--- config.mk ---
export PLATFORM = sky130hd
export DESIGN_NAME = offtime_chopper
export DESIGN_NICKNAME = d
export VERILOG_FILES = /design/src/rtl/chop_pkg.sv /design/src/rtl/chop_sync.sv /design/src/rtl/chop_off_timer.sv /design/src/rtl/chop_blank_timer.sv /design/src/rtl/offtime_chopper.sv
export SDC_FILE = /design/constraint.sdc
export NUM_CORES = 1
export LEC_CHECK = 0
export BUFFER_PORTS_ARGS = -buffer_cell sky130_fd_sc_hd__buf_2
export CORE_AREA = 3 3 47 49
export CTS_CLUSTER_DIAMETER = 120
export DETAILED_ROUTE_END_ITERATION = 12
export DIE_AREA = 0 0 50 52
export GPL_TIMING_DRIVEN = 0
export PLACE_DENSITY = 0.79
export SYNTH_ARGS = -nofsm -noshare
export SYNTH_HDL_FRONTEND = slang
export SYNTH_SLANG_ARGS = --single-unit
--- constraint.sdc ---
create_clock -name clk -period 3.4 [get_ports clk]
set_input_delay 0.34 -clock clk [delete_from_list [all_inputs] [get_ports clk]]
set_output_delay 0.34 -clock clk [all_outputs]
set_load 0.02 [all_outputs]
--- src/rtl/chop_pkg.sv ---
package chop_pkg;

  typedef enum logic [1:0] {
    DRV_ON   = 2'b00,
    DRV_FAST = 2'b01,
    DRV_SLOW = 2'b10
  } drive_e;

  // Number of FAST cycles at the start of an off period, per decay code.
  function automatic int split_point(input logic [1:0] sel, input int lo,
                                     input int hi, input int total);
    case (sel)
      2'b00:   return 0;
      2'b01:   return lo;
      2'b10:   return hi;
      default: return total;
    endcase
  endfunction

  // Blank window length in cycles.
  function automatic int blank_len(input logic lng, input int short_len,
                                   input int long_len);
    return lng ? long_len : short_len;
  endfunction

endpackage

--- src/rtl/chop_sync.sv ---
module chop_sync #(
  parameter int STAGES = 2
) (
  input  logic clk,
  input  logic rst_n,
  input  logic d,
  output logic q
);
  logic [STAGES-1:0] pipe;

  always_ff @(posedge clk or negedge rst_n) begin
    if (!rst_n) pipe <= '0;
    else        pipe <= {pipe[STAGES-2:0], d};
  end

  assign q = pipe[STAGES-1];
endmodule

--- src/rtl/chop_off_timer.sv ---
module chop_off_timer
  import chop_pkg::*;
#(
  parameter int OFF_CYCLES = 96,
  parameter int SPLIT_LOW  = 14,
  parameter int SPLIT_HIGH = 46
) (
  input  logic       clk,
  input  logic       rst_n,
  input  logic       start,
  input  logic [1:0] decay_sel,
  output logic [1:0] drive_state,
  output logic       off_done,
  output logic       off_busy
);
  localparam int CW = $clog2(OFF_CYCLES + 1);
  localparam logic [CW-1:0] LAST = CW'(OFF_CYCLES - 1);

  logic [CW-1:0] cnt_q;
  logic [CW-1:0] split_q;
  logic          busy_q;
  drive_e        drv;

  assign off_done = busy_q && (cnt_q == LAST);
  assign off_busy = busy_q;

  always_ff @(posedge clk or negedge rst_n) begin
    if (!rst_n) begin
      busy_q  <= 1'b0;
      cnt_q   <= '0;
      split_q <= '0;
    end else if (start && !busy_q) begin
      busy_q  <= 1'b1;
      cnt_q   <= '0;
      split_q <= CW'(split_point(decay_sel, SPLIT_LOW, SPLIT_HIGH, OFF_CYCLES));
    end else if (off_done) begin
      busy_q <= 1'b0;
      cnt_q  <= '0;
    end else if (busy_q) begin
      cnt_q <= cnt_q + 1'b1;
    end
  end

  always_comb begin
    if (!busy_q)              drv = DRV_ON;
    else if (cnt_q < split_q) drv = DRV_FAST;
    else                      drv = DRV_SLOW;
  end

  assign drive_state = drv;
endmodule

--- src/rtl/chop_blank_timer.sv ---
module chop_blank_timer
  import chop_pkg::*;
#(
  parameter int BLANK_SHORT = 6,
  parameter int BLANK_LONG  = 12
) (
  input  logic clk,
  input  logic rst_n,
  input  logic load,
  input  logic clear,
  input  logic blank_long,
  output logic active
);
  localparam int BW = $clog2(BLANK_LONG + 1);

  logic [BW-1:0] cnt_q;

  always_ff @(posedge clk or negedge rst_n) begin
    if (!rst_n)              cnt_q <= BW'(BLANK_LONG);
    else if (clear)          cnt_q <= '0;
    else if (load)           cnt_q <= BW'(blank_len(blank_long, BLANK_SHORT, BLANK_LONG));
    else if (cnt_q != '0)    cnt_q <= cnt_q - 1'b1;
  end

  assign active = (cnt_q != '0);
endmodule

--- src/rtl/offtime_chopper.sv ---
module offtime_chopper
  import chop_pkg::*;
#(
  parameter int OFF_CYCLES  = 96,
  parameter int SPLIT_LOW   = 14,
  parameter int SPLIT_HIGH  = 46,
  parameter int BLANK_SHORT = 6,
  parameter int BLANK_LONG  = 12,
  parameter int SYNC_STAGES = 2
) (
  input  logic       clk,
  input  logic       rst_n,
  input  logic       trip_async,
  input  logic [1:0] decay_sel,
  input  logic       blank_long,
  input  logic       dir_in,
  input  logic       en_in,
  output logic [1:0] drive_state,
  output logic       blank_active
);
  logic trip_sync;
  logic trip_accept;
  logic off_done;
  logic off_busy;
  logic dir_q, en_q;
  logic dir_change, en_rise, en_fall;

  chop_sync #(.STAGES(SYNC_STAGES)) u_sync (
    .clk(clk), .rst_n(rst_n), .d(trip_async), .q(trip_sync)
  );

  always_ff @(posedge clk or negedge rst_n) begin
    if (!rst_n) begin
      dir_q <= 1'b0;
      en_q  <= 1'b0;
    end else begin
      dir_q <= dir_in;
      en_q  <= en_in;
    end
  end

  assign dir_change  = dir_in ^ dir_q;
  assign en_rise     = en_in & ~en_q;
  assign en_fall     = ~en_in & en_q;
  assign trip_accept = trip_sync && !off_busy && !blank_active;

  chop_off_timer #(
    .OFF_CYCLES(OFF_CYCLES), .SPLIT_LOW(SPLIT_LOW), .SPLIT_HIGH(SPLIT_HIGH)
  ) u_off (
    .clk(clk), .rst_n(rst_n), .start(trip_accept), .decay_sel(decay_sel),
    .drive_state(drive_state), .off_done(off_done), .off_busy(off_busy)
  );

  chop_blank_timer #(
    .BLANK_SHORT(BLANK_SHORT), .BLANK_LONG(BLANK_LONG)
  ) u_blank (
    .clk(clk), .rst_n(rst_n),
    .load(off_done | dir_change | en_rise),
    .clear(en_fall),
    .blank_long(blank_long),
    .active(blank_active)
  );
endmodule

Yosys cells after proc, flatten, opt, wreduce, memory -nomap -nowiden:

Index checks and enable logic that the tools add are counted.

* register bits: 23
* latch bits: 0
* memory bits (writable): 0
* bits in read-only memories: 0
* input port bits: 8
* output and inout bits: 3
* memories: 0

* add/sub/neg operators: 2
* multipliers: 0
* divide/modulo/power cells: 0
* $lt $le $gt $ge: 1
* equal/unequal tests: 3
* shifts and indexed selects: 0
* muxes and demuxes: 12
* bitwise gates (word level): 7
* reduce and logical (&&, ||, !) cells: 11

Operator list (count)
* $mux 7: 3
* $pmux 7 s3: 1
* $mux 4: 4
* $add 7x1->7 const B: 1
* $eq 7x7->1 const B: 1
* $lt 7x7->1: 1
* $reduce_bool 3->1: 2
* $logic_and 1x1->1: 4
* $mux 2: 2
* $reduce_bool 4->1: 1
* $sub 4x1->4 const B: 1
* $and 1x1->1: 2
* $eq 2x1->1 const B: 1
* $eq 2x2->1 const B: 1
* $logic_not 1->1: 2
* $logic_not 2->1: 1
* $mux 1: 2
* $not 1->1: 2
* $or 1x1->1: 2
* $reduce_bool 2->1: 1
* $xor 1x1->1: 1

Logic depth before layout (Yosys ltp):

* word-level depth: 6
* mapped depth: 7
* depth with buffers taken out: 6

By module:

Synthesis repeated with hierarchy kept, for this count alone.

* cells, all modules: 101
* area, all modules: 1067.3 um^2

By module, submodules not included
* chop_off_timer: instances 1, cells an instance 69, area an instance 688.2 um^2, sequential area each 275.3 um^2
* chop_blank_timer: instances 1, cells an instance 23, area an instance 246.5 um^2, sequential area each 102.6 um^2
* offtime_chopper: instances 1, cells an instance 7, area an instance 82.6 um^2, sequential area each 50.0 um^2
* chop_sync: instances 1, cells an instance 2, area an instance 50.0 um^2, sequential area each 50.0 um^2

Worst setup path before layout:

Ideal clock, no wire load.

* kind: register -> output
* from: register u_off.cnt_q[2]
* to: output drive_state[0]
* data arrival time: 1.844 ns
* required time: 3.060 ns
* setup slack: 1.216 ns
* cell stages (with the launch flop): 5
* buffers on the path: 0
* cell sequence: dfrtp_1 ha_1 a21o_1 a211o_1 o41ai_1

* cells in the longest elaborated chain, start to end: 3

RTL lines
* start, declared: line chop_off_timer.sv:19 `logic [CW-1:0] cnt_q;`
* start signal, assigned: line chop_off_timer.sv:40 `cnt_q <= cnt_q + 1'b1;`
* $lt 7x7->1: line chop_off_timer.sv:46 `else if (cnt_q < split_q) drv = DRV_FAST;`
* $mux 2: line chop_off_timer.sv:46
* $mux 2: line chop_off_timer.sv:45 `if (!busy_q) drv = DRV_ON;`
* end, declared: line offtime_chopper.sv:18 `output logic [1:0] drive_state,`

Every way passes these cells.

Worst setup path in the final report:

* from: register u_off.split_q[3]
* to: output drive_state[0]

* cells in the longest elaborated chain, start to end: 3

RTL lines
* start, declared: line chop_off_timer.sv:20 `logic [CW-1:0] split_q;`
* start signal, assigned: line chop_off_timer.sv:35 `split_q <= CW'(split_point(decay_sel, SPLIT_LOW, SPLIT_HIGH, OFF_CYCLES));`
* $lt 7x7->1: line chop_off_timer.sv:46
* $mux 2: line chop_off_timer.sv:46
* $mux 2: line chop_off_timer.sv:45

Every way passes these cells.

==> impl_metrics.yaml <==
run_status:
  status: "finished, final reports clean"
floorplan:
  ios: 11
  coreArea_sq_mm: 0.00190
  die_h_microns: 52
  die_w_microns: 50
  num_rows: 16
  initial_core_util: 0.580
  die_area_sq_mm: 0.00260
global_routing:
  antenna_found_initial: 0
  grt.overflow.total: 0
  grtUsageMet1: 0.184
  grt_pass1_vias: 829
  met2_usage: 0.337
  grt_most_used_layer: "met2"
  grt_pass1_wl_mm: 3.53
  use_met3: 0.0344
  grtUsageTotal: 0.186
  grt_max_degree: 20
clocking:
  root_buffer: "clkbuf_4"
  cts_tree: "yes"
  h-tree-depth: 1
  postCtsSetupBuffers: 0
  hold_buffers: 1
  cts.repair.resized: 0
  insertion_delay_ns: 0.30
  numCtsBuffers: 3
  cts_sinks: 19
  clockBufferDepth: 2
  path_clk_slew_ns: 0.11
pwr:
  power_frac_clock: 0.126
  seqPwrFrac: 0.411
  power_density_mw_per_mm2: 734
  sw_frac_of_total: 0.413
  p_int_uw: 528
  p_leak_nw: 0.617
  power.switching_uw: 371
  irDropWorstVdd_v: 0.000345
  power.share.combinational: 0.463
yosys:
  synth_area_per_cell_sq_um: 10.3
  synthXorXnorAreaFrac: 0.0556
  ys_seq_area_frac: 0.434
  synth_compound_area_frac: 0.138
  synthCells: 107
  ys_ff_latch: 19
  synth_area_sq_mm: 0.00110
  yosys_warnings: 0
  synth_mux_area_frac: 0.0182
  synth.distinct_cells: 37
  synth-adder-area-share: 0.111
  synth_fp_nets: 124
  synth_top_family_by_area: "simple AND/OR/NAND/NOR gates"
  synth-simple-area-share: 0.199
timing:
  slew_violations: 0
  final.period_utilization: 0.700
  finalHoldViolations: 0
  setup_violations: 0
  max_freq_mhz: 420
  fin_crit_ns: 2.38
  max_slew.worst_pin.slew_ns: 0.480
  fin_ws_ns: 1.02
  relSlewSlack: 0.680
  tns_ns: 0
  rsz0062_at_grt: "false"
  skew_ns: 0.00455
critical_path:
  critPathMaxFanout: 3
  crit_required_ns: 3.06
  cp_cell_sequence: "inv_1, ha_1, a21o_1, a211o_1, o41ai_1, buf_2"
  max_stage_delay_ns: 0.41
  crit_path_start_kind: "register"
  path_class: "register to output pin"
  crit_path_end_kind: "output pin"
  worstPathBufferInverterCount: 2
  path_delay_family: "compound AO/OA/AOI/OAI gates"
  critPathSlowestCell: "dfrtp_1"
  crit_arrival_ns: 2.04
route:
  drt_pass1_iterations: 4
  vias: 845
  first_iter_violations: 10
  ant_nets: 0
  routed_via_density: 5.67
  wl_per_cell_microns: 13.7
  post-route-drc-count: 0
  routed_wl_mm: 2.04
worst_hold_path:
  hold_class: "input port to register"
placed_design:
  dp_slack_ns: 1.33
  dp_hpwl_mm: 1.61
  routabilityCongestion: 0.783
  port_buffers: 10
final_layout:
  multiInputGateArea_sq_um: 576
  area_delta_synth_final_pct: 11.0
  regArea_sq_um: 478
  final_nets: 140
  drive_gt1_frac: 0.189
  diodes: 0
  fin_util: 0.643
  filler_cell_count: 153
job:
  maxCapViolCount: 0
sequential cells by signal, indices dropped and copies added (netlist names):
name	flops
u_off.off_busy	1
u_off.split_q	3
en_q	1
dir_q	1
u_sync.pipe	2
u_off.cnt_q	7
u_blank.cnt_q	4
power by group through the flow:
stage | logic, mW | registers (mW) | clock network (mW)
final | 0.415 | 0.369 | 0.113
after CTS | 0.420 | 0.368 | 0.118
after floorplan | 0.317 | 0.351 | 0
after detailed placement | 0.417 | 0.372 | 0
after global routing | 0.465 | 0.380 | 0.128
after global placement | 0.381 | 0.367 | 0
worst paths after layout:
kind	startpoint	end	slack, ns	cells after the start
min in group asynchronous	rst_n	u_off.cnt_q[6]	0.49	2
min	trip_async	u_sync.pipe[0]	0.14	1
min reg2reg	u_sync.pipe[0]	u_sync.pipe[1]	0.36	0
max	u_off.split_q[3]	drive_state[0]	1.02	6
max reg2reg	u_blank.cnt_q[0]	u_off.cnt_q[0]	1.56	7
max in group asynchronous	rst_n	u_blank.cnt_q[3]	2.59	2
cells in the mapped netlist (all sizes together):
cell type,count,share of area
a21o,1,0.0068
nand4,4,0.023
o21ai,7,0.032
dfstp,2,0.048
a21boi,2,0.014
inv,9,0.031
a211o,1,0.0079
and4b,1,0.0091
nor3b,1,0.017
a21oi,3,0.014
ha,9,0.10
o21a,1,0.0068
nor3,3,0.014
xnor2,3,0.024
and3,3,0.017
or3b,2,0.016
nor2,4,0.014
nand3b,1,0.018
o221a,1,0.010
nand3,4,0.018
o41ai,1,0.0079
a221oi,1,0.014
buf,2,0.014
nand2,12,0.041
maj3,1,0.0091
a41o,1,0.0091
dfrtp,17,0.39
mux2i,2,0.018
o31a,1,0.0079
nand2b,1,0.0057
xor2,4,0.032
a21bo,1,0.0091
or4,1,0.0068
through the flow:
stage | power [mW] | cells | cell area (sq um) | hold WS (ns)
6_report | 0.898 | 149 | 1220 | 0.143
5_1_grt | 0.974 | 149 | 1220 | 0.132
4_1_cts | 0.906 | 149 | 1220 | 0.135
3_5_place_dp | 0.789 | 144 | 1190 | 0.299
3_3_place_gp | 0.748 | 144 | 1190 | 0.290
2_1_floorplan | 0.669 | 107 | 1100 | 0.0444
cell families (layout without fill, tap and decap cells):
family	count (synthesis)	count (layout)
simple gates	37	37
compound gates	21	21
flops	19	19
buf+inv	11	26
fa+ha+maj	10	10
xor+xnor	7	7
mux	2	2
cell usage in the layout (no fill, tap or decap), drive strengths merged, types with 2 or more instances in the layout:
cell type / instances
dfstp: 2
xnor2: 3
a21boi: 2
o21ai: 7
dfrtp: 17
nor3: 3
and3: 3
xor2: 4
nand3: 4
inv: 9
nor2: 4
nand2: 12
ha: 9
a21oi: 3
mux2i: 2
or3b: 2
clkbuf: 3
nand4: 4
buf: 12
area by class of cell:
cell class	instances	area share
multi-input combinational	77	0.470
sequential	19	0.391
timing repair buffer	11	0.0491
inverter	9	0.0276
tap	27	0.0276
clock buffer	3	0.0184
buffer	2	0.0123
clock inverter	1	0.00409
routing by layer:
metal	share of wire	wire length, microns	vias up
met5	0	0	-
met4	0.040	82	0
met3	0.036	74	8
met2	0.53	1070	19
met1	0.40	808	407
li1	-	-	411
(Power assumes the default switching activity.)
